File: src/rtl/cbm_pkg.sv
package cbm_pkg;
  localparam int CPU_AW    = 16;
  localparam int DW        = 8;
  localparam int PRG_W     = 5;
  localparam int CHR_W     = 8;
  localparam int NUM_SLOTS = 16;
  localparam int IDX_W     = $clog2(NUM_SLOTS);

  typedef struct packed {
    logic             chr_inv;
    logic             prg_rot;
    logic             chr_fine;
    logic             spare;
    logic [IDX_W-1:0] idx;
  } ctrl_t;

  function automatic logic slot_exists(input int i);
    return (i <= 9) || (i == 15);
  endfunction
endpackage

File: src/rtl/cbm_regfile.sv
module cbm_regfile
  import cbm_pkg::*;
#(
  parameter int AW = CPU_AW,
  parameter int W  = DW
) (
  input  logic                        clk,
  input  logic                        rst_n,
  input  logic                        wr_en,
  input  logic [AW-1:0]               addr,
  input  logic [W-1:0]                data,
  output ctrl_t                       ctrl_o,
  output logic [NUM_SLOTS-1:0][W-1:0] banks_o,
  output logic                        mirror_o
);
  logic       in_win;
  logic [1:0] pair;
  logic       odd;
  logic       ctrl_we, data_we, mir_we;
  ctrl_t      ctrl_q;
  logic       mirror_q;
  logic       unused_addr_bits;

  assign in_win  = addr[AW-1];
  assign pair    = addr[AW-2:AW-3];
  assign odd     = addr[0];
  assign ctrl_we = wr_en && in_win && (pair == 2'd0) && !odd;
  assign data_we = wr_en && in_win && (pair == 2'd0) && odd;
  assign mir_we  = wr_en && in_win && (pair == 2'd1) && !odd;
  assign unused_addr_bits = ^addr[AW-4:1];

  always_ff @(posedge clk) begin
    if (!rst_n) ctrl_q <= '0;
    else if (ctrl_we) ctrl_q <= ctrl_t'(data);
  end

  always_ff @(posedge clk) begin
    if (!rst_n) mirror_q <= 1'b0;
    else if (mir_we) mirror_q <= data[0];
  end

  for (genvar i = 0; i < NUM_SLOTS; i++) begin : g_slot
    if (slot_exists(i)) begin : g_reg
      logic [W-1:0] val_q;
      always_ff @(posedge clk) begin
        if (!rst_n) val_q <= '0;
        else if (data_we && (ctrl_q.idx == IDX_W'(i))) val_q <= data;
      end
      assign banks_o[i] = val_q;
    end else begin : g_none
      assign banks_o[i] = '0;
    end
  end

  assign ctrl_o   = ctrl_q;
  assign mirror_o = mirror_q;

  assert_ctrl_load_R3: assert property (@(posedge clk) disable iff (!rst_n)
    ctrl_we |=> (ctrl_o == ctrl_t'($past(data))));

  assert_bad_index_ignored_R4: assert property (@(posedge clk) disable iff (!rst_n)
    (data_we && (ctrl_q.idx >= 4'd10) && (ctrl_q.idx <= 4'd14)) |=> $stable(banks_o));

  assert_low_half_ignored_R2: assert property (@(posedge clk) disable iff (!rst_n)
    (wr_en && !addr[AW-1]) |=> ($stable(banks_o) && $stable(ctrl_o) && $stable(mirror_o)));

  assert_reset_clears_R1: assert property (@(posedge clk)
    !rst_n |=> ((banks_o == '0) && (ctrl_o == '0) && !mirror_o));
endmodule

File: src/rtl/cbm_prg_map.sv
module cbm_prg_map
  import cbm_pkg::*;
#(
  parameter int W  = DW,
  parameter int BW = PRG_W
) (
  input  logic          clk,
  input  logic          rst_n,
  input  logic [1:0]    win,
  input  logic          rot,
  input  logic [W-1:0]  r6,
  input  logic [W-1:0]  r7,
  input  logic [W-1:0]  r15,
  output logic [BW-1:0] bank_o
);
  localparam logic [BW-1:0] LAST_BANK = '1;
  logic unused_hi_bits;

  assign unused_hi_bits = ^{r6[W-1:BW], r7[W-1:BW], r15[W-1:BW]};

  always_comb begin
    unique case (win)
      2'd0:    bank_o = rot ? r15[BW-1:0] : r6[BW-1:0];
      2'd1:    bank_o = rot ? r6[BW-1:0]  : r7[BW-1:0];
      2'd2:    bank_o = rot ? r7[BW-1:0]  : r15[BW-1:0];
      default: bank_o = LAST_BANK;
    endcase
  end

  assert_top_window_fixed_R7: assert property (@(posedge clk) disable iff (!rst_n)
    (win == 2'd3) |-> (bank_o == LAST_BANK));

  assert_rotation_R6: assert property (@(posedge clk) disable iff (!rst_n)
    (rot && win == 2'd1) |-> (bank_o == r6[BW-1:0]));
endmodule

File: src/rtl/cbm_chr_map.sv
module cbm_chr_map
  import cbm_pkg::*;
#(
  parameter int BW = CHR_W
) (
  input  logic                clk,
  input  logic                rst_n,
  input  logic [2:0]          ppu_hi,
  input  logic                inv,
  input  logic                fine,
  input  logic [7:0][BW-1:0]  slots,
  output logic [BW-1:0]       bank_o
);
  logic       pair_half;
  logic [2:0] pick;
  logic       a10;

  assign a10       = ppu_hi[0];
  assign pair_half = !(ppu_hi[2] ^ inv);

  always_comb begin
    if (!pair_half)
      pick = {1'b1, ppu_hi[1:0]};
    else if (fine)
      pick = {1'b0, ppu_hi[1:0]};
    else
      pick = {1'b0, ppu_hi[1], 1'b0};
  end

  always_comb begin
    bank_o = slots[pick];
    if (pair_half && !fine) bank_o[0] = a10;
  end

  assert_wide_bank_low_bit_R8: assert property (@(posedge clk) disable iff (!rst_n)
    (pair_half && !fine) |-> (bank_o[0] == ppu_hi[0]));

  assert_fine_slot_R9: assert property (@(posedge clk) disable iff (!rst_n)
    (pair_half && fine) |-> (bank_o == slots[{1'b0, ppu_hi[1:0]}]));
endmodule

File: src/rtl/cart_bank_mapper.sv
module cart_bank_mapper
  import cbm_pkg::*;
(
  input  logic              clk,
  input  logic              rst_n,
  input  logic [CPU_AW-1:0] cpu_addr,
  input  logic [DW-1:0]     cpu_data,
  input  logic              cpu_wr,
  input  logic [2:0]        ppu_addr_hi,
  output logic [PRG_W-1:0]  prg_bank,
  output logic [CHR_W-1:0]  chr_bank,
  output logic              ciram_a10
);
  ctrl_t                        ctrl;
  logic [NUM_SLOTS-1:0][DW-1:0] banks;
  logic                         mirror;
  logic [7:0][CHR_W-1:0]        chr_slots;
  logic                         unused_slots;

  assign unused_slots = ^{banks[14:10], ctrl.spare};

  cbm_regfile #(.AW(CPU_AW), .W(DW)) u_regs (
    .clk(clk), .rst_n(rst_n), .wr_en(cpu_wr), .addr(cpu_addr), .data(cpu_data),
    .ctrl_o(ctrl), .banks_o(banks), .mirror_o(mirror)
  );

  cbm_prg_map #(.W(DW), .BW(PRG_W)) u_prg (
    .clk(clk), .rst_n(rst_n), .win(cpu_addr[CPU_AW-2:CPU_AW-3]), .rot(ctrl.prg_rot),
    .r6(banks[6]), .r7(banks[7]), .r15(banks[15]), .bank_o(prg_bank)
  );

  // slot order: paired half by {A11,A10}, then the 1 KiB half
  assign chr_slots = {banks[5][CHR_W-1:0], banks[4][CHR_W-1:0],
                      banks[3][CHR_W-1:0], banks[2][CHR_W-1:0],
                      banks[9][CHR_W-1:0], banks[1][CHR_W-1:0],
                      banks[8][CHR_W-1:0], banks[0][CHR_W-1:0]};

  cbm_chr_map #(.BW(CHR_W)) u_chr (
    .clk(clk), .rst_n(rst_n), .ppu_hi(ppu_addr_hi), .inv(ctrl.chr_inv),
    .fine(ctrl.chr_fine), .slots(chr_slots), .bank_o(chr_bank)
  );

  assign ciram_a10 = mirror ? ppu_addr_hi[1] : ppu_addr_hi[0];

  assert_vertical_page_R11: assert property (@(posedge clk) disable iff (!rst_n)
    !mirror |-> (ciram_a10 == ppu_addr_hi[0]));
endmodule

File: config.mk
export PLATFORM = sky130hd
export DESIGN_NAME = cart_bank_mapper
export DESIGN_NICKNAME = d
export VERILOG_FILES = /design/src/rtl/cbm_pkg.sv /design/src/rtl/cbm_regfile.sv /design/src/rtl/cbm_prg_map.sv /design/src/rtl/cbm_chr_map.sv /design/src/rtl/cart_bank_mapper.sv
export SDC_FILE = /design/constraint.sdc
export NUM_CORES = 1
export LEC_CHECK = 0
export BUFFER_PORTS_ARGS = -buffer_cell sky130_fd_sc_hd__buf_2
export CORE_MARGIN = 10
export CORE_UTILIZATION = 35
export CTS_CLUSTER_SIZE = 30
export DETAILED_ROUTE_END_ITERATION = 7
export GPL_TIMING_DRIVEN = 0
export PLACE_DENSITY = 0.56
export SLEW_MARGIN = 20
export SYNTH_ARGS = -nofsm -noshare
export SYNTH_HDL_FRONTEND = slang
export SYNTH_HIERARCHICAL = 1
export SYNTH_SLANG_ARGS = --single-unit
File: constraint.sdc
create_clock -name clk -period 2.8 [get_ports clk]
set_input_delay 0.28 -clock clk [delete_from_list [all_inputs] [get_ports clk]]
set_output_delay 0.28 -clock clk [all_outputs]
set_load 0.05 [all_outputs]
==> results.json <==
{
  "synth_fp_nets": 472,
  "hold_slack_ns": 0.203,
  "cp.arrival_ns": 2.35,
  "power.leakage_nw": 2.34,
  "root_buffer": "clkbuf_16",
  "critPathLaunchType": "flop",
  "pin_count": 44,
  "stdcell_count": 657,
  "ctsHoldBuffers": 0,
  "fmax_mhz": 381,
  "ant_nets": 0,
  "hpwl_um": 8690,
  "worst_slew_pin_slew_ns": 0.787,
  "avgRoutedWirePerCell_um": 18.7,
  "cts_tree": "built",
  "finalCritPeriodShare_pct": 93.9,
  "criticalPathCategory": "flop to primary output",
  "drive_gt1_share_pct": 19.6,
  "hold_violations": 0,
  "finalClockSkew_ns": 0.00894,
  "io_buffers": 31,
  "hold_start": "cpu_data[5]",
  "initialDrtViolationCount": 223,
  "period_needed_ns": 2.63,
  "dieArea_um2": 17200,
  "numCtsBuffers": 9,
  "post_drt_via_cell_ratio": 5.13,
  "n_antenna_cell": 0,
  "clk_latency_ns": 0.35,
  "power_density_nw_per_um2": 546,
  "rrSetupSlack_ns": 1.19,
  "clk_pin_slew_ns": 0.07,
  "drc": 0,
  "max_cap_violations": 0,
  "routed_wl_um": 12300,
  "crit_start": "u_regs/ctrl_o[7]",
  "mostFrequentLayoutCells": "mux2i_1, nand2_1, dfxtp_1",
  "yosysWarnings": 6,
  "grt_pass1_vias": 3458,
  "relSlewSlack_pct": 47.5,
  "initial_utilization_pct": 35.9,
  "grt_setup_unrepaired": "false",
  "synth_cells": 442,
  "required_ns": 2.52,
  "setup_viol": 0,
  "hold_class": "input port to flop",
  "dp.cells": 641,
  "syn_avg_cell_area_um2": 9.81,
  "cp-end-kind": "primary output",
  "core-area_um2": 12100,
  "final.setup.tns_ns": 0,
  "status": "finished, final reports clean",
  "grt_max_degree": 16,
  "postCtsSetupBuffers": 0,
  "critPathMaxFanout": 10,
  "vdd_ir_drop_max_mv": 0.363,
  "antenna_found_initial": 0,
  "cts.repair.resized": 0,
  "die_y_um": 131,
  "power_mw": 2.73,
  "syn-cell-area_um2": 4330,
  "reg2reg_from": "u_regs/ctrl_o[3]",
  "gp_congestion": 0.847,
  "slew_violations": 0,
  "layout_commonest_cell": "mux2i_1",
  "fp-row-count": 40,
  "finalNetCount": 514,
  "grt_pass1_wl_um": 19400,
  "syn_to_final_growth_pct": 15.3,
  "drt-pass1-iter-count": 4,
  "die_w_um": 131,
  "gr-total-overflow": 0,
  "clockBufferDepth": 2,
  "dr_total_vias": 3370,
  "track_usage_pct": 14.2,
  "cts_sinks": 87,
  "htreeDepth": 3
}
[routing by layer]
metal | wire length [µm] | track usage (%) | vias to the layer above | share of wire, %
met5 | 0 | 0 | - | 0
met3 | 494 | 2.63 | 10 | 4.0
met1 | 5740 | 18.2 | 1648 | 47
li1 | - | - | 1648 | -
met4 | 146 | 4.26 | 0 | 1.2
met2 | 5880 | 23.4 | 64 | 48
[final timing paths]
kind | cells after the start | to
hold reg to reg | 2 | u_regs/g_slot[2].g_reg.val_q[3]
setup reg to reg | 3 | u_regs/g_slot[1].g_reg.val_q[2]
hold / removal | 3 | u_regs/ctrl_o[5]
setup / recovery | 5 | chr_bank[5]
[state kept, by name (all words and copies together), names as in the netlist]
| signal | cells |
|---|---|
| u_regs/ctrl_o | 7 |
| u_regs/mirror_o | 1 |
| u_regs/g_slot.g_reg.val_q | 79 |
[final cells by class]
| class | instances | area (µm²) |
|---|---|---|
| Tap cell | 168 | 210 |
| Timing Repair Buffer | 31 | 155 |
| Multi-Input combinational cell | 317 | 2330 |
| Clock inverter | 6 | 68.8 |
| Fill cell | 1206 | 7060 |
| Sequential cell | 87 | 1740 |
| Inverter | 1 | 3.75 |
| Clock buffer | 10 | 229 |
| Buffer | 37 | 254 |
[worst max-delay path: stages (launching register included)]
cell and delay, ns:
dfxtp_1 0.35, xnor2_1 0.64, buf_4 0.30, a211oi_1 0.08, o32ai_1 0.29, buf_2 0.33
[where the power goes]
part	total (mW)	internal (mW)	switching, mW
logic	0.276	0.0789	0.197
registers	1.24	1.24	0.00250
clock network	1.21	0.696	0.516
total	2.73	2.02	0.715
[through the flow]
stage | cell area, µm² | setup WS [ns] | utilization, %
global placement | 4700 | 0.450 | 39.0
global route | 5000 | 0.0473 | 41.4
finish | 5000 | 0.172 | 41.4
detailed placement | 4700 | 0.451 | 39.0
CTS | 5000 | 0.122 | 41.4
floorplan | 4330 | 0.363 | -
No activity file was read; power rests on OpenSTA's default activity.
